==> src/rtl/phy_errstat_pkg.sv <==
// Shared constants for the PHY error statistics bank.
// Assumes the four counters occupy consecutive register addresses.
package phy_errstat_pkg;

    localparam int NUM_CNT  = 4;
    localparam int REG_BASE = 22;

    // Counter slot order; slot k answers at REG_BASE + k.
    typedef enum logic [1:0] {
        SLOT_SYMBOL    = 2'd0,
        SLOT_PREMATURE = 2'd1,
        SLOT_EOF_ERR   = 2'd2,
        SLOT_JABBER    = 2'd3
    } stat_slot_e;

endpackage

==> src/rtl/sym_run_grouper.sv <==
// Turns a stream of per-symbol good/bad flags into one error event per
// group of GROUP_LEN consecutive bad symbols inside a frame.
// Assumes frame_active is a level that is low between frames.
module sym_run_grouper #(
    parameter int GROUP_LEN = 6
) (
    input  logic clk,
    input  logic rst_n,
    input  logic sym_valid,
    input  logic sym_bad,
    input  logic frame_active,
    output logic grp_evt
);
    localparam int RUN_W = (GROUP_LEN < 2) ? 1 : $clog2(GROUP_LEN);
    localparam logic [RUN_W-1:0] RUN_LAST = RUN_W'(GROUP_LEN - 1);

    logic [RUN_W-1:0] run_q;
    logic [RUN_W-1:0] run_d;
    logic             bad_here;

    // A bad symbol that counts toward a group.
    assign bad_here = frame_active && sym_valid && sym_bad;

    // The first bad symbol of each group raises the event.
    assign grp_evt = bad_here && (run_q == '0);

    // Next position within the current group of bad symbols.
    always_comb begin
        run_d = run_q;
        if (!frame_active) begin
            run_d = '0;
        end else if (sym_valid) begin
            if (!sym_bad) begin
                run_d = '0;
            end else if (run_q == RUN_LAST) begin
                run_d = '0;
            end else begin
                run_d = run_q + RUN_W'(1);
            end
        end
    end

    // Group position register.
    always_ff @(posedge clk) begin
        if (!rst_n) begin
            run_q <= '0;
        end else begin
            run_q <= run_d;
        end
    end

endmodule

==> src/rtl/sat_clr_counter.sv <==
// Saturating event counter that is cleared by a read.
// A clear and an increment in the same cycle leave the counter at one.
module sat_clr_counter #(
    parameter int CNT_W = 16
) (
    input  logic             clk,
    input  logic             rst_n,
    input  logic             inc,
    input  logic             clr,
    output logic [CNT_W-1:0] cnt
);
    localparam logic [CNT_W-1:0] CNT_MAX = {CNT_W{1'b1}};

    logic [CNT_W-1:0] cnt_d;

    // Next count: a clear wins over the held value, never over the event.
    always_comb begin
        if (clr) begin
            cnt_d = inc ? CNT_W'(1) : '0;
        end else if (inc && (cnt != CNT_MAX)) begin
            cnt_d = cnt + CNT_W'(1);
        end else begin
            cnt_d = cnt;
        end
    end

    // Count register.
    always_ff @(posedge clk) begin
        if (!rst_n) begin
            cnt <= '0;
        end else begin
            cnt <= cnt_d;
        end
    end

endmodule

==> src/rtl/errstat_rd_port.sv <==
// Address decode and registered read data for the counter bank.
// Raises a one-cycle clear for the counter being read. Any address
// outside the mapped window returns zero and clears nothing.
module errstat_rd_port #(
    parameter int CNT_W    = 16,
    parameter int ADDR_W   = 5,
    parameter int NUM      = 4,
    parameter int BASE     = 22
) (
    input  logic                      clk,
    input  logic                      rst_n,
    input  logic                      rd_en,
    input  logic [ADDR_W-1:0]         rd_addr,
    input  logic [NUM-1:0][CNT_W-1:0] cnt_in,
    output logic [NUM-1:0]            clr_vec,
    output logic [CNT_W-1:0]          rd_data
);
    logic [CNT_W-1:0] sel_val;

    // One decoder per counter slot.
    for (genvar k = 0; k < NUM; k++) begin : g_dec
        assign clr_vec[k] = rd_en && (rd_addr == ADDR_W'(BASE + k));
    end

    // One-hot OR mux of the selected count; zero when nothing is hit.
    always_comb begin
        sel_val = '0;
        for (int k = 0; k < NUM; k++) begin
            if (clr_vec[k]) begin
                sel_val = sel_val | cnt_in[k];
            end
        end
    end

    // Read data register, loaded only by a read.
    always_ff @(posedge clk) begin
        if (!rst_n) begin
            rd_data <= '0;
        end else if (rd_en) begin
            rd_data <= sel_val;
        end
    end

endmodule

==> src/rtl/phy_errstat_bank.sv <==
// Bank of four saturating, clear-on-read PHY error counters with a
// management read port. Symbol errors pass through a run grouper first.
// Assumes the event strobes are single-cycle and synchronous to clk.
module phy_errstat_bank
    import phy_errstat_pkg::*;
#(
    parameter int CNT_W     = 16,
    parameter int ADDR_W    = 5,
    parameter int GROUP_LEN = 6
) (
    input  logic              clk,
    input  logic              rst_n,
    input  logic              sym_valid,
    input  logic              sym_bad,
    input  logic              frame_active,
    input  logic              ev_premature_eof,
    input  logic              ev_eof_err,
    input  logic              ev_jabber,
    input  logic              rd_en,
    input  logic [ADDR_W-1:0] rd_addr,
    output logic [CNT_W-1:0]  rd_data
);
    logic                          sym_grp_evt;
    logic [NUM_CNT-1:0]            ev_vec;
    logic [NUM_CNT-1:0]            clr_vec;
    logic [NUM_CNT-1:0][CNT_W-1:0] cnt_q;

    sym_run_grouper #(
        .GROUP_LEN (GROUP_LEN)
    ) grouper_i (
        .clk          (clk),
        .rst_n        (rst_n),
        .sym_valid    (sym_valid),
        .sym_bad      (sym_bad),
        .frame_active (frame_active),
        .grp_evt      (sym_grp_evt)
    );

    // Route each event source to its counter slot.
    always_comb begin
        ev_vec                 = '0;
        ev_vec[SLOT_SYMBOL]    = sym_grp_evt;
        ev_vec[SLOT_PREMATURE] = ev_premature_eof;
        ev_vec[SLOT_EOF_ERR]   = ev_eof_err;
        ev_vec[SLOT_JABBER]    = ev_jabber;
    end

    for (genvar k = 0; k < NUM_CNT; k++) begin : g_cnt
        sat_clr_counter #(
            .CNT_W (CNT_W)
        ) cnt_i (
            .clk   (clk),
            .rst_n (rst_n),
            .inc   (ev_vec[k]),
            .clr   (clr_vec[k]),
            .cnt   (cnt_q[k])
        );
    end

    errstat_rd_port #(
        .CNT_W  (CNT_W),
        .ADDR_W (ADDR_W),
        .NUM    (NUM_CNT),
        .BASE   (REG_BASE)
    ) rd_port_i (
        .clk     (clk),
        .rst_n   (rst_n),
        .rd_en   (rd_en),
        .rd_addr (rd_addr),
        .cnt_in  (cnt_q),
        .clr_vec (clr_vec),
        .rd_data (rd_data)
    );

endmodule

==> config.mk <==
export PLATFORM = sky130hd
export DESIGN_NAME = phy_errstat_bank
export DESIGN_NICKNAME = d
export VERILOG_FILES = /design/src/rtl/phy_errstat_pkg.sv /design/src/rtl/sym_run_grouper.sv /design/src/rtl/sat_clr_counter.sv /design/src/rtl/errstat_rd_port.sv /design/src/rtl/phy_errstat_bank.sv
export SDC_FILE = /design/constraint.sdc
export NUM_CORES = 1
export LEC_CHECK = 0
export BUFFER_PORTS_ARGS = -buffer_cell sky130_fd_sc_hd__buf_2
export CAP_MARGIN = 20
export CORE_MARGIN = 4
export CORE_UTILIZATION = 55
export CTS_BUF_LIST = sky130_fd_sc_hd__clkbuf_4
export DETAILED_ROUTE_END_ITERATION = 10
export PLACE_DENSITY = 0.74
export SYNTH_ARGS = -nofsm -noshare
export SYNTH_HDL_FRONTEND = slang
export SYNTH_SLANG_ARGS = --single-unit
export TNS_END_PERCENT = 100
==> constraint.sdc <==
create_clock -name clk -period 4.8 [get_ports clk]
set_clock_uncertainty 0.05 [all_clocks]
set_input_delay 0.48 -clock clk [delete_from_list [all_inputs] [get_ports clk]]
set_output_delay 0.48 -clock clk [all_outputs]
set_load 0.005 [all_outputs]
==> results.txt, run 1 <==
status: completed
routed len/inst: 18.1 um
crit path time final: 2.24 ns
Yosys warnings: 0
Seq cells post-synth: 83
pwr dens: 253 nW/um2
Via density: 6.74
Post-CTS Setup Bufs: 0
Worst Setup EP: g_cnt[2].cnt_i.cnt[0]
Synth area leaders: dfxtp_1, a22oi_1, a21oi_1
io pins: 30
clk buf depth: 2
final period utilization: 46.6%
r2r worst-path depth: 5
Die X-Extent: 97.1 um
worst slew margin relative to its limit: 37.2%
routability cong.: 0.902
CP Data Arrival Time: 2.55 ns
syn_area_per_cell: 8.22 um2
Mapped Nets: 549
area of the die: 9430 um2
DRT Wirelength: 11.9 mm
Critical Path RT: 5.12 ns
unrepaired setup endpoints after global routing: false
routed vias: 4439
# rows: 32
Critical Path Start: g_cnt[2].cnt_i.cnt[0]
DIE HEIGHT: 97.1 um
Clock transition at path regs: 0.13 ns
CP Class: reg -> reg
ant diodes: 0
max_cap viols: 0
Worst Path Max Fanout: 7
Max Slew Vio Count: 0
P_leak: 0.00140 uW
first drt pass iteration count: 6
H-tree Lvls: 3
Yosys cell types: 49
starting DRC count in detailed routing: 405
Max rail drop VDD: 0.143 mV
Critical R2R Capture: g_cnt[2].cnt_i.cnt[0]
Async S/R FF share, synth: 0%
gr usage total: 24.8%
Yosys top cell area share: 38.1%
Synth Instances: 531
Layout area overhead: 8.34%
# clock sinks: 83
hold-fix buffers at CTS: 0
vias in the first global route: 3854
R2R Setup Slk: 2.56 ns
area leader, netlist: dfxtp_1
Worst-Margin Slew: 0.930 ns
Hold/Removal Path Class: in -> reg
CTS buffer count: 9
DPL Wire Length: 8.64 mm
Post-synth EDFFs: 0
fmax: 447 MHz
fraction of layout cells with a size suffix above 1: 11.0%
crit start category: flip-flop
Layout Utilization: 61.2%
ys flop type: dfxtp_1
antenna viol nets, final: 0
Hold Violations, Final: 0
final net count: 570
Cells after DPL: 641
post-synthesis sequential area ratio: 38.1%
first-pass GRT wire length: 19.4 mm
Starting Density: 56.5%
non-filler instance count after layout: 659
buffers added on ports: 29
Core ar.: 7730 um2
initial antenna violation count: 0
Clock Latency Late Sink: 0.43 ns
DRC viols: 0
grt total ovfl: 0
crit end category: flip-flop
Netlist Area Pre-Place: 4370 um2
largest net degree at the start of global routing: 37
# resized after CTS: 0
Final TNS setup: 0 ns
CTS root buf: clkbuf_4
CTS tree: built
Critical R2R Launch: g_cnt[2].cnt_i.cnt[0]
Setup Viol. Count Final: 0
==> synth_stat cells, types with 2 or more instances <==
| master | instances |
|---|---|
| a2111o_1 | 3 |
| nor2_2 | 2 |
| o211ai_1 | 3 |
| nand3b_1 | 5 |
| clkbuf_1 | 20 |
| o21bai_1 | 2 |
| o21ai_0 | 39 |
| o311ai_0 | 3 |
| o41ai_1 | 7 |
| and4_1 | 5 |
| a31oi_1 | 20 |
| dfxtp_1 | 83 |
| a21oi_1 | 48 |
| o31ai_1 | 23 |
| nor4b_1 | 2 |
| mux2i_1 | 13 |
| and3b_1 | 2 |
| a211oi_1 | 2 |
| or4_1 | 28 |
| buf_2 | 5 |
| or2_2 | 4 |
| and3_1 | 6 |
| ha_1 | 4 |
| nand4_1 | 17 |
| a22oi_1 | 33 |
| nand3_1 | 26 |
| nand2_1 | 43 |
| nor2_1 | 13 |
| nor4_1 | 8 |
| or3_1 | 11 |
| a41oi_1 | 3 |
| nor3_1 | 10 |
| nand2b_1 | 8 |
| inv_1 | 15 |
==> worst min path at each step <==
stage,from,end,cells after the start
final,frame_active,grouper_i.run_q[0],3
after global routing,sym_bad,grouper_i.run_q[0],3
after CTS,frame_active,grouper_i.run_q[0],3
after detailed placement,g_cnt[0].cnt_i.cnt[15],g_cnt[0].cnt_i.cnt[15],2
after global placement,g_cnt[0].cnt_i.cnt[15],g_cnt[0].cnt_i.cnt[15],2
after floorplan,g_cnt[0].cnt_i.cnt[15],g_cnt[0].cnt_i.cnt[15],2
==> cells by family after synthesis <==
group | Yosys count | share of synthesized area (%)
flip-flops | 83 | 38.1
adder cells (fa/ha/maj) | 4 | 1.15
AND/OR/NAND/NOR | 198 | 26.1
multiplexers | 13 | 2.98
buffers and inverters | 42 | 3.78
AO/OA/AOI/OAI | 191 | 28.0
==> per-stage QoR <==
stage | hold slack, ns | area (um2) | setup WS [ns] | total power (uW)
4_1_cts | 0.269 | 4720 | 2.58 | 1210
5_1_grt | 0.281 | 4730 | 2.29 | 1250
3_5_place_dp | 0.443 | 4580 | 2.15 | 805
6_report | 0.280 | 4730 | 2.56 | 1200
3_3_place_gp | 0.435 | 4580 | 2.29 | 802
2_1_floorplan | 0.406 | 4370 | 2.78 | 773
==> registers in the layout, indices dropped and copies added, names as in the netlist <==
name,cells
g_cnt.cnt_i.cnt,64
grouper_i.run_q,3
rd_port_i.rd_data,16
==> report_power, final <==
group | total (uW) | switching [uW] | internal (uW)
clock network | 405 | 248 | 158
registers | 713 | 12.1 | 701
logic | 79.0 | 51.1 | 27.9
total | 1200 | 311 | 886
==> final cells by class <==
cell class / instances / area, um2
clock buffer: 9 / 67.6
clock inverter: 7 / 66.3
fill: 708 / 3000
inverter: 15 / 56.3
multi-input combinational: 406 / 2550
sequential: 83 / 1660
tap: 102 / 128
timing repair buffer: 37 / 205
==> worst max-delay path: stages, from the launching register on <==
cell and delay, ns:
dfxtp_1 0.45, ha_1 0.22, nand4_1 0.19, o41ai_1 0.90, o21ai_0 0.20, a31oi_1 0.16
==> cell usage in the layout (no fill, tap or decap), types with 3 or more instances in the layout <==
| cell | synthesis | final |
|---|---|---|
| dfxtp_1 | 83 | 83 |
| a21oi_1 | 48 | 48 |
| nand2_1 | 43 | 43 |
| o21ai_0 | 39 | 39 |
| a22oi_1 | 33 | 33 |
| buf_2 | 5 | 29 |
| or4_1 | 28 | 28 |
| nand3_1 | 26 | 26 |
| o31ai_1 | 23 | 23 |
| a31oi_1 | 20 | 20 |
| nand4_1 | 17 | 17 |
| inv_1 | 15 | 15 |
| nor2_1 | 13 | 13 |
| mux2i_1 | 13 | 13 |
| or3_1 | 11 | 11 |
| nor3_1 | 10 | 10 |
| clkbuf_4 | 0 | 9 |
| nand2b_1 | 8 | 8 |
| buf_4 | 0 | 8 |
| nor4_1 | 8 | 7 |
| o41ai_1 | 7 | 7 |
| and3_1 | 6 | 6 |
| nand3b_1 | 5 | 5 |
| and4_1 | 5 | 5 |
| or2_2 | 4 | 4 |
| ha_1 | 4 | 4 |
| o211ai_1 | 3 | 3 |
| o311ai_0 | 3 | 3 |
| a2111o_1 | 3 | 3 |
| a41oi_1 | 3 | 3 |
| clkinv_1 | 0 | 3 |
==> routing by layer <==
metal / global-route usage [%] / share of wire, % / up-vias
met5: 0 / 0 / -
met4: 9.18 / 1.7 / 0
met3: 3.23 / 6.9 / 24
met2: 38.6 / 46 / 172
met1: 35.1 / 46 / 2098
li1: - / - / 2145
(Power assumes the default switching activity.)
==> run 2, diff against run 1 <==
--- a/config.mk
+++ b/config.mk
@@ -11,7 +11,7 @@
 export CORE_UTILIZATION = 55
 export CTS_BUF_LIST = sky130_fd_sc_hd__clkbuf_4
 export DETAILED_ROUTE_END_ITERATION = 10
-export PLACE_DENSITY = 0.74
+export PLACE_DENSITY = 0.76
 export SYNTH_ARGS = -nofsm -noshare
 export SYNTH_HDL_FRONTEND = slang
 export SYNTH_SLANG_ARGS = --single-unit
==> constraint.sdc (replaced) <==
create_clock -name clk -period 1.9 [get_ports clk]
set_clock_uncertainty 0.05 [all_clocks]
set_input_delay 0.19 -clock clk [delete_from_list [all_inputs] [get_ports clk]]
set_output_delay 0.19 -clock clk [all_outputs]
set_load 0.005 [all_outputs]
==> results.txt, run 2 (synthesized netlist as in run 1, its figures left out) <==
status: completed (unchanged)
fraction of layout cells with a size suffix above 1: 20.0% (was 11.0%)
CP Data Arrival Time: 2.18 ns (was 2.55 ns)
antenna viol nets, final: 0 (unchanged)
commonest non-fill, non-tap cell in the layout: dfxtp_1 (unchanged)
crit path time final: 1.84 ns (was 2.24 ns)
Max Slew Vio Count: 0 (unchanged)
routed vias: 4652 (was 4439)
Max rail drop VDD: 0.311 mV (was 0.143 mV)
Largest register FFs: 64 (unchanged)
Die X-Extent: 97.1 um (unchanged)
max_cap viols: 0 (unchanged)
Critical R2R Capture: g_cnt[0].cnt_i.cnt[7] (was g_cnt[2].cnt_i.cnt[0])
DRT Wirelength: 12.4 mm (was 11.9 mm)
CP Class: reg -> reg (unchanged)
grt total ovfl: 0 (unchanged)
Critical Path RT: 2.24 ns (was 5.12 ns)
R2R Setup Slk: 0.06 ns (was 2.56 ns)
Starting Density: 56.5% (unchanged)
CTS root buf: clkbuf_4 (unchanged)
DRC viols: 0 (unchanged)
H-tree Lvls: 3 (unchanged)
CTS tree: built (unchanged)
ant diodes: 0 (unchanged)
HP Start: rst_n (was frame_active)
Via density: 6.58 (was 6.74)
r2r worst-path depth: 4 (was 5)
Layout area overhead: 17.6% (was 8.34%)
routed len/inst: 17.5 um (was 18.1 um)
Layout Utilization: 66.5% (was 61.2%)
Largest regs: g_cnt.cnt_i.cnt: 64 flops, rd_port_i.rd_data: 16 flops, grouper_i.run_q: 3 flops (unchanged)
area of the die: 9430 um2 (unchanged)
first drt pass iteration count: 5 (was 6)
Largest Register: g_cnt.cnt_i.cnt (unchanged)
Core ar.: 7730 um2 (unchanged)
first-pass GRT wire length: 20.1 mm (was 19.4 mm)
Worst Path Max Fanout: 5 (was 7)
buffers added on ports: 29 (unchanged)
crit start category: flip-flop (unchanged)
# clock sinks: 83 (unchanged)
DIE HEIGHT: 97.1 um (unchanged)
most frequent cells in the layout: dfxtp_1, buf_4, a21oi_1 (was dfxtp_1, a21oi_1, nand2_1)
CTS buffer count: 9 (unchanged)
DPL Wire Length: 8.93 mm (was 8.64 mm)
# rows: 32 (unchanged)
Hold Violations, Final: 0 (unchanged)
starting DRC count in detailed routing: 328 (was 405)
Final TNS setup: 0 ns (unchanged)
fmax: 544 MHz (was 447 MHz)
non-filler instance count after layout: 707 (was 659)
Worst-Margin Slew: 0.528 ns (was 0.930 ns)
P_leak: 0.00165 uW (was 0.00140 uW)
final period utilization: 96.8% (was 46.6%)
routability cong.: 0.909 (was 0.902)
Clock transition at path regs: 0.14 ns (was 0.13 ns)
worst slew margin relative to its limit: 64.8% (was 37.2%)
Critical R2R Launch: grouper_i.run_q[0] (was g_cnt[2].cnt_i.cnt[0])
Clock Latency Late Sink: 0.43 ns (about the same)
Hold Crit Endpoint: g_cnt[2].cnt_i.cnt[0] (was grouper_i.run_q[0])
vias in the first global route: 4057 (was 3854)
Setup Viol. Count Final: 0 (unchanged)
initial antenna violation count: 0 (unchanged)
Hold/Removal Path Class: in -> reg (unchanged)
Cells after DPL: 683 (was 641)
pwr dens: 571 nW/um2 (was 253 nW/um2)
final net count: 618 (was 570)
clk buf depth: 2 (unchanged)
crit end category: flip-flop (unchanged)
io pins: 30 (unchanged)
largest net degree at the start of global routing: 33 (was 37)
gr usage total: 25.8% (was 24.8%)
Hold Crit Depth: 3 (unchanged)
-- run 2: cell count changes in the layout (fill, tap and decap cells not counted), sizes merged --
cell          before  now
clkbuf             9   11
inv               17   15
dlymetal6s4s       0    1
buf               37   81
clkinvlp           1    2
bufinv             1    0
dlygate4sd3        0    3
-- run 2: layout make-up --
| class | instances | area, um2 |
|---|---|---|
| inverter | 15 | 56.3 |
| fill | 636 | 2590 |
| clock buffer | 11 | 82.6 |
| clock inverter | 5 | 30.0 |
| sequential | 83 | 1670 |
| tap | 102 | 128 |
| multi-input combinational | 406 | 2580 |
| timing repair buffer | 85 | 591 |
-- run 2: repair_timing --
action	in CTS	in global routing
pin swaps	1	1
hold buffers	4	0
setup endpoints to repair	9	22
buffers inserted	0	4
endpoints found under the hold margin	5	0
resized for setup	2	15
-- run 2: report_power, final --
group	internal (uW)	switching (uW)	total, uW
sequential	1770	22.6	1790
combinational	95.7	142	238
clock	292	610	902
total	2160	775	2930
-- run 2: worst max path at each step --
stage	from	end	slack [ns]	cells after the start
final	grouper_i.run_q[0]	g_cnt[0].cnt_i.cnt[7]	0.06	4
after global placement	grouper_i.run_q[0]	g_cnt[0].cnt_i.cnt[3]	-0.01	4
after floorplan	g_cnt[2].cnt_i.cnt[1]	g_cnt[2].cnt_i.cnt[14]	0.02	6
after CTS	g_cnt[2].cnt_i.cnt[0]	g_cnt[2].cnt_i.cnt[14]	0.03	5
after detailed placement	grouper_i.run_q[0]	g_cnt[0].cnt_i.cnt[3]	-0.04	4
after global routing	grouper_i.run_q[0]	g_cnt[0].cnt_i.cnt[7]	-0.008	4
-- run 2: routing by layer --
metal / up-vias / part of all wire (%) / GRT usage [%]
li1: 2229 / - / -
met1: 2191 / 45 / 37.1
met2: 205 / 45 / 39.1
met3: 27 / 8.1 / 3.66
met4: 0 / 2.5 / 9.83
met5: - / 0 / 0
-- run 2: metrics by stage --
step                power [uW]  cell area [um2]  setup slack, ns  hold slack (ns)
floorplan                 1950             4370           0.0189            0.287
global placement          2050             4910          -0.0136            0.429
detailed placement        2050             4910          -0.0446            0.439
CTS                       2940             5060           0.0269          0.00929
global route              3050             5130         -0.00761           0.0308
finish                    2930             5130           0.0602           0.0351
-- run 2: worst max-delay path, cell delays in order (launching register included) --
cell,delay (ns)
dfxtp_1,0.33
or3b_4,0.39
or4_4,0.46
or4_4,0.44
a21oi_2,0.13
==> run 3, diff against run 2 <==
--- a/config.mk
+++ b/config.mk
@@ -11,7 +11,8 @@
 export CORE_UTILIZATION = 55
 export CTS_BUF_LIST = sky130_fd_sc_hd__clkbuf_4
 export DETAILED_ROUTE_END_ITERATION = 10
-export PLACE_DENSITY = 0.76
+export PLACE_DENSITY = 0.74
+export SLEW_MARGIN = 40
 export SYNTH_ARGS = -nofsm -noshare
 export SYNTH_HDL_FRONTEND = slang
 export SYNTH_SLANG_ARGS = --single-unit
==> constraint.sdc (replaced) <==
create_clock -name clk -period 2.1 [get_ports clk]
set_clock_uncertainty 0.05 [all_clocks]
set_input_delay 0.21 -clock clk [delete_from_list [all_inputs] [get_ports clk]]
set_output_delay 0.21 -clock clk [all_outputs]
set_load 0.005 [all_outputs]
==> results.txt, run 3 (synthesized netlist as in run 1, its figures left out) <==
status: completed (unchanged)
Layout area overhead: 12.4% (was 17.6%)
Via density: 6.66 (was 6.58)
DPL Wire Length: 8.99 mm (was 8.93 mm)
Final TNS setup: 0 ns (unchanged)
Clock Latency Late Sink: 0.45 ns (was 0.43 ns)
CTS buffer count: 9 (unchanged)
ant diodes: 0 (unchanged)
gr usage total: 26.1% (was 25.8%)
crit path time final: 2.01 ns
CP Class: in -> reg (was reg -> reg)
CTS root buf: clkbuf_4 (unchanged)
clk buf depth: 2 (unchanged)
Post-CTS Setup Bufs: 0 (unchanged)
routed len/inst: 18.0 um (was 17.5 um)
crit path cell chain: dlygate4sd3_1 -> buf_2 -> or3b_4 -> or4_4 -> or4_1 -> a21oi_1 (was or3b_4 -> or4_4 -> or4_4 -> a21oi_2)
P_leak: 0.00150 uW (was 0.00165 uW)
fraction of layout cells with a size suffix above 1: 14.2% (was 20.0%)
Critical Path RT: 2.43 ns (was 2.24 ns)
starting DRC count in detailed routing: 237 (was 328)
vias in the first global route: 4050 (was 4057)
Largest Register: g_cnt.cnt_i.cnt (unchanged)
Core ar.: 7730 um2 (unchanged)
# rows: 32 (unchanged)
first drt pass iteration count: 5 (unchanged)
final period utilization: 95.6%
Worst-Margin Slew: 0.520 ns (was 0.528 ns)
Setup Viol. Count Final: 0 (unchanged)
DIE HEIGHT: 97.1 um (unchanged)
area of the die: 9430 um2 (unchanged)
CP Data Arrival Time: 2.34 ns (was 2.18 ns)
DRT Wirelength: 12.2 mm (was 12.4 mm)
Pwr Total: 2790 uW (was 2930 uW)
Final WS setup: 0.0917 ns (was 0.0602 ns)
unrepaired setup endpoints after global routing: false
post-place setup slack: 0.0705 ns (was -0.0446 ns)
H-tree Lvls: 3 (unchanged)
Max rail drop VDD: 0.307 mV (was 0.311 mV)
Hold Violations, Final: 0 (unchanged)
Die X-Extent: 97.1 um (unchanged)
Largest regs: g_cnt.cnt_i.cnt: 64 flops, rd_port_i.rd_data: 16 flops, grouper_i.run_q: 3 flops (unchanged)
Hold/Removal Path Class: in -> reg (unchanged)
commonest non-fill, non-tap cell in the layout: dfxtp_1 (unchanged)
CTS tree: built (unchanged)
most frequent cells in the layout: dfxtp_1, a21oi_1, nand2_1 (was dfxtp_1, buf_4, a21oi_1)
largest net degree at the start of global routing: 33 (unchanged)
# clock sinks: 83 (unchanged)
Starting Density: 56.5% (unchanged)
max_cap viols: 0 (unchanged)
grt total ovfl: 0 (unchanged)
io pins: 30 (unchanged)
Clock transition at path regs: 0.13 ns (was 0.14 ns)
Worst Path Max Fanout: 5 (unchanged)
fmax: 498 MHz
Max Slew Vio Count: 0 (unchanged)
Largest register FFs: 64 (unchanged)
slowest cell delay on critical path: 0.55 ns (was 0.46 ns)
first-pass GRT wire length: 20.5 mm (was 20.1 mm)
pwr dens: 569 nW/um2 (was 571 nW/um2)
routability cong.: 0.885 (was 0.909)
Layout Utilization: 63.5% (was 66.5%)
DRC viols: 0 (unchanged)
routed vias: 4523 (was 4652)
initial antenna violation count: 0 (unchanged)
crit end category: flip-flop (unchanged)
crit start category: input pin (was flip-flop)
final net count: 590 (was 618)
buffers added on ports: 29 (unchanged)
worst slew margin relative to its limit: 65.3% (was 64.8%)
Worst path slowest cell: or4_4 (unchanged)
antenna viol nets, final: 0 (unchanged)
run 3: power by group:
group          switching, uW  internal (uW)
logic                    121           76.1
registers               25.4           1600
clock network            599            368
total                    745           2050
run 3: critical path, delay by kind of cell:
family | cells | cell delay [ns]
buf+inv | 2 | 0.63
simple gates | 3 | 1.35
compound gates | 1 | 0.16
run 3: path summary, 6_finish.rpt:
check / from / end / slack (ns) / cells after the start
min: ev_premature_eof / g_cnt[1].cnt_i.cnt[1] / 0.06 / 3
max reg2reg: g_cnt[1].cnt_i.cnt[3] / g_cnt[1].cnt_i.cnt[15] / 0.11 / 4
min reg2reg: g_cnt[0].cnt_i.cnt[15] / g_cnt[0].cnt_i.cnt[15] / 0.46 / 2
max: frame_active / g_cnt[0].cnt_i.cnt[7] / 0.09 / 6
run 3: cell type report:
cell class	instances	area, um2
clock buffers	9	67.6
clock inverters	7	78.8
fillers	692	2820
inverters	15	56.3
multi-input cells	406	2550
flip-flops and latches	83	1660
well taps	102	128
repair buffers	57	365
run 3: stage by stage:
stage	hold slack, ns	instances	instance area (um2)
3_5_place_dp	0.433	659	4720
2_1_floorplan	0.307	531	4370
6_report	0.0553	679	4910
3_3_place_gp	0.432	659	4720
5_1_grt	0.0556	679	4910
4_1_cts	0.0448	679	4900
run 3: metal layers:
| metal | up-vias | wire, um | GRT usage (%) | part of all wire (%) |
|---|---|---|---|---|
| li1 | 2185 | - | - | - |
| met1 | 2174 | 5670 | 36.9 | 46 |
| met2 | 147 | 5660 | 40.8 | 46 |
| met3 | 17 | 681 | 3.66 | 5.6 |
| met4 | 0 | 225 | 8.64 | 1.8 |
| met5 | - | 0 | 0 | 0 |
run 3: what timing repair did:
item / in CTS / in global routing
endpoints found under the setup margin: 0 / 7
hold buffers: 4 / 0
resized for setup: 0 / 3
hold endpoints to repair: 5 / 0
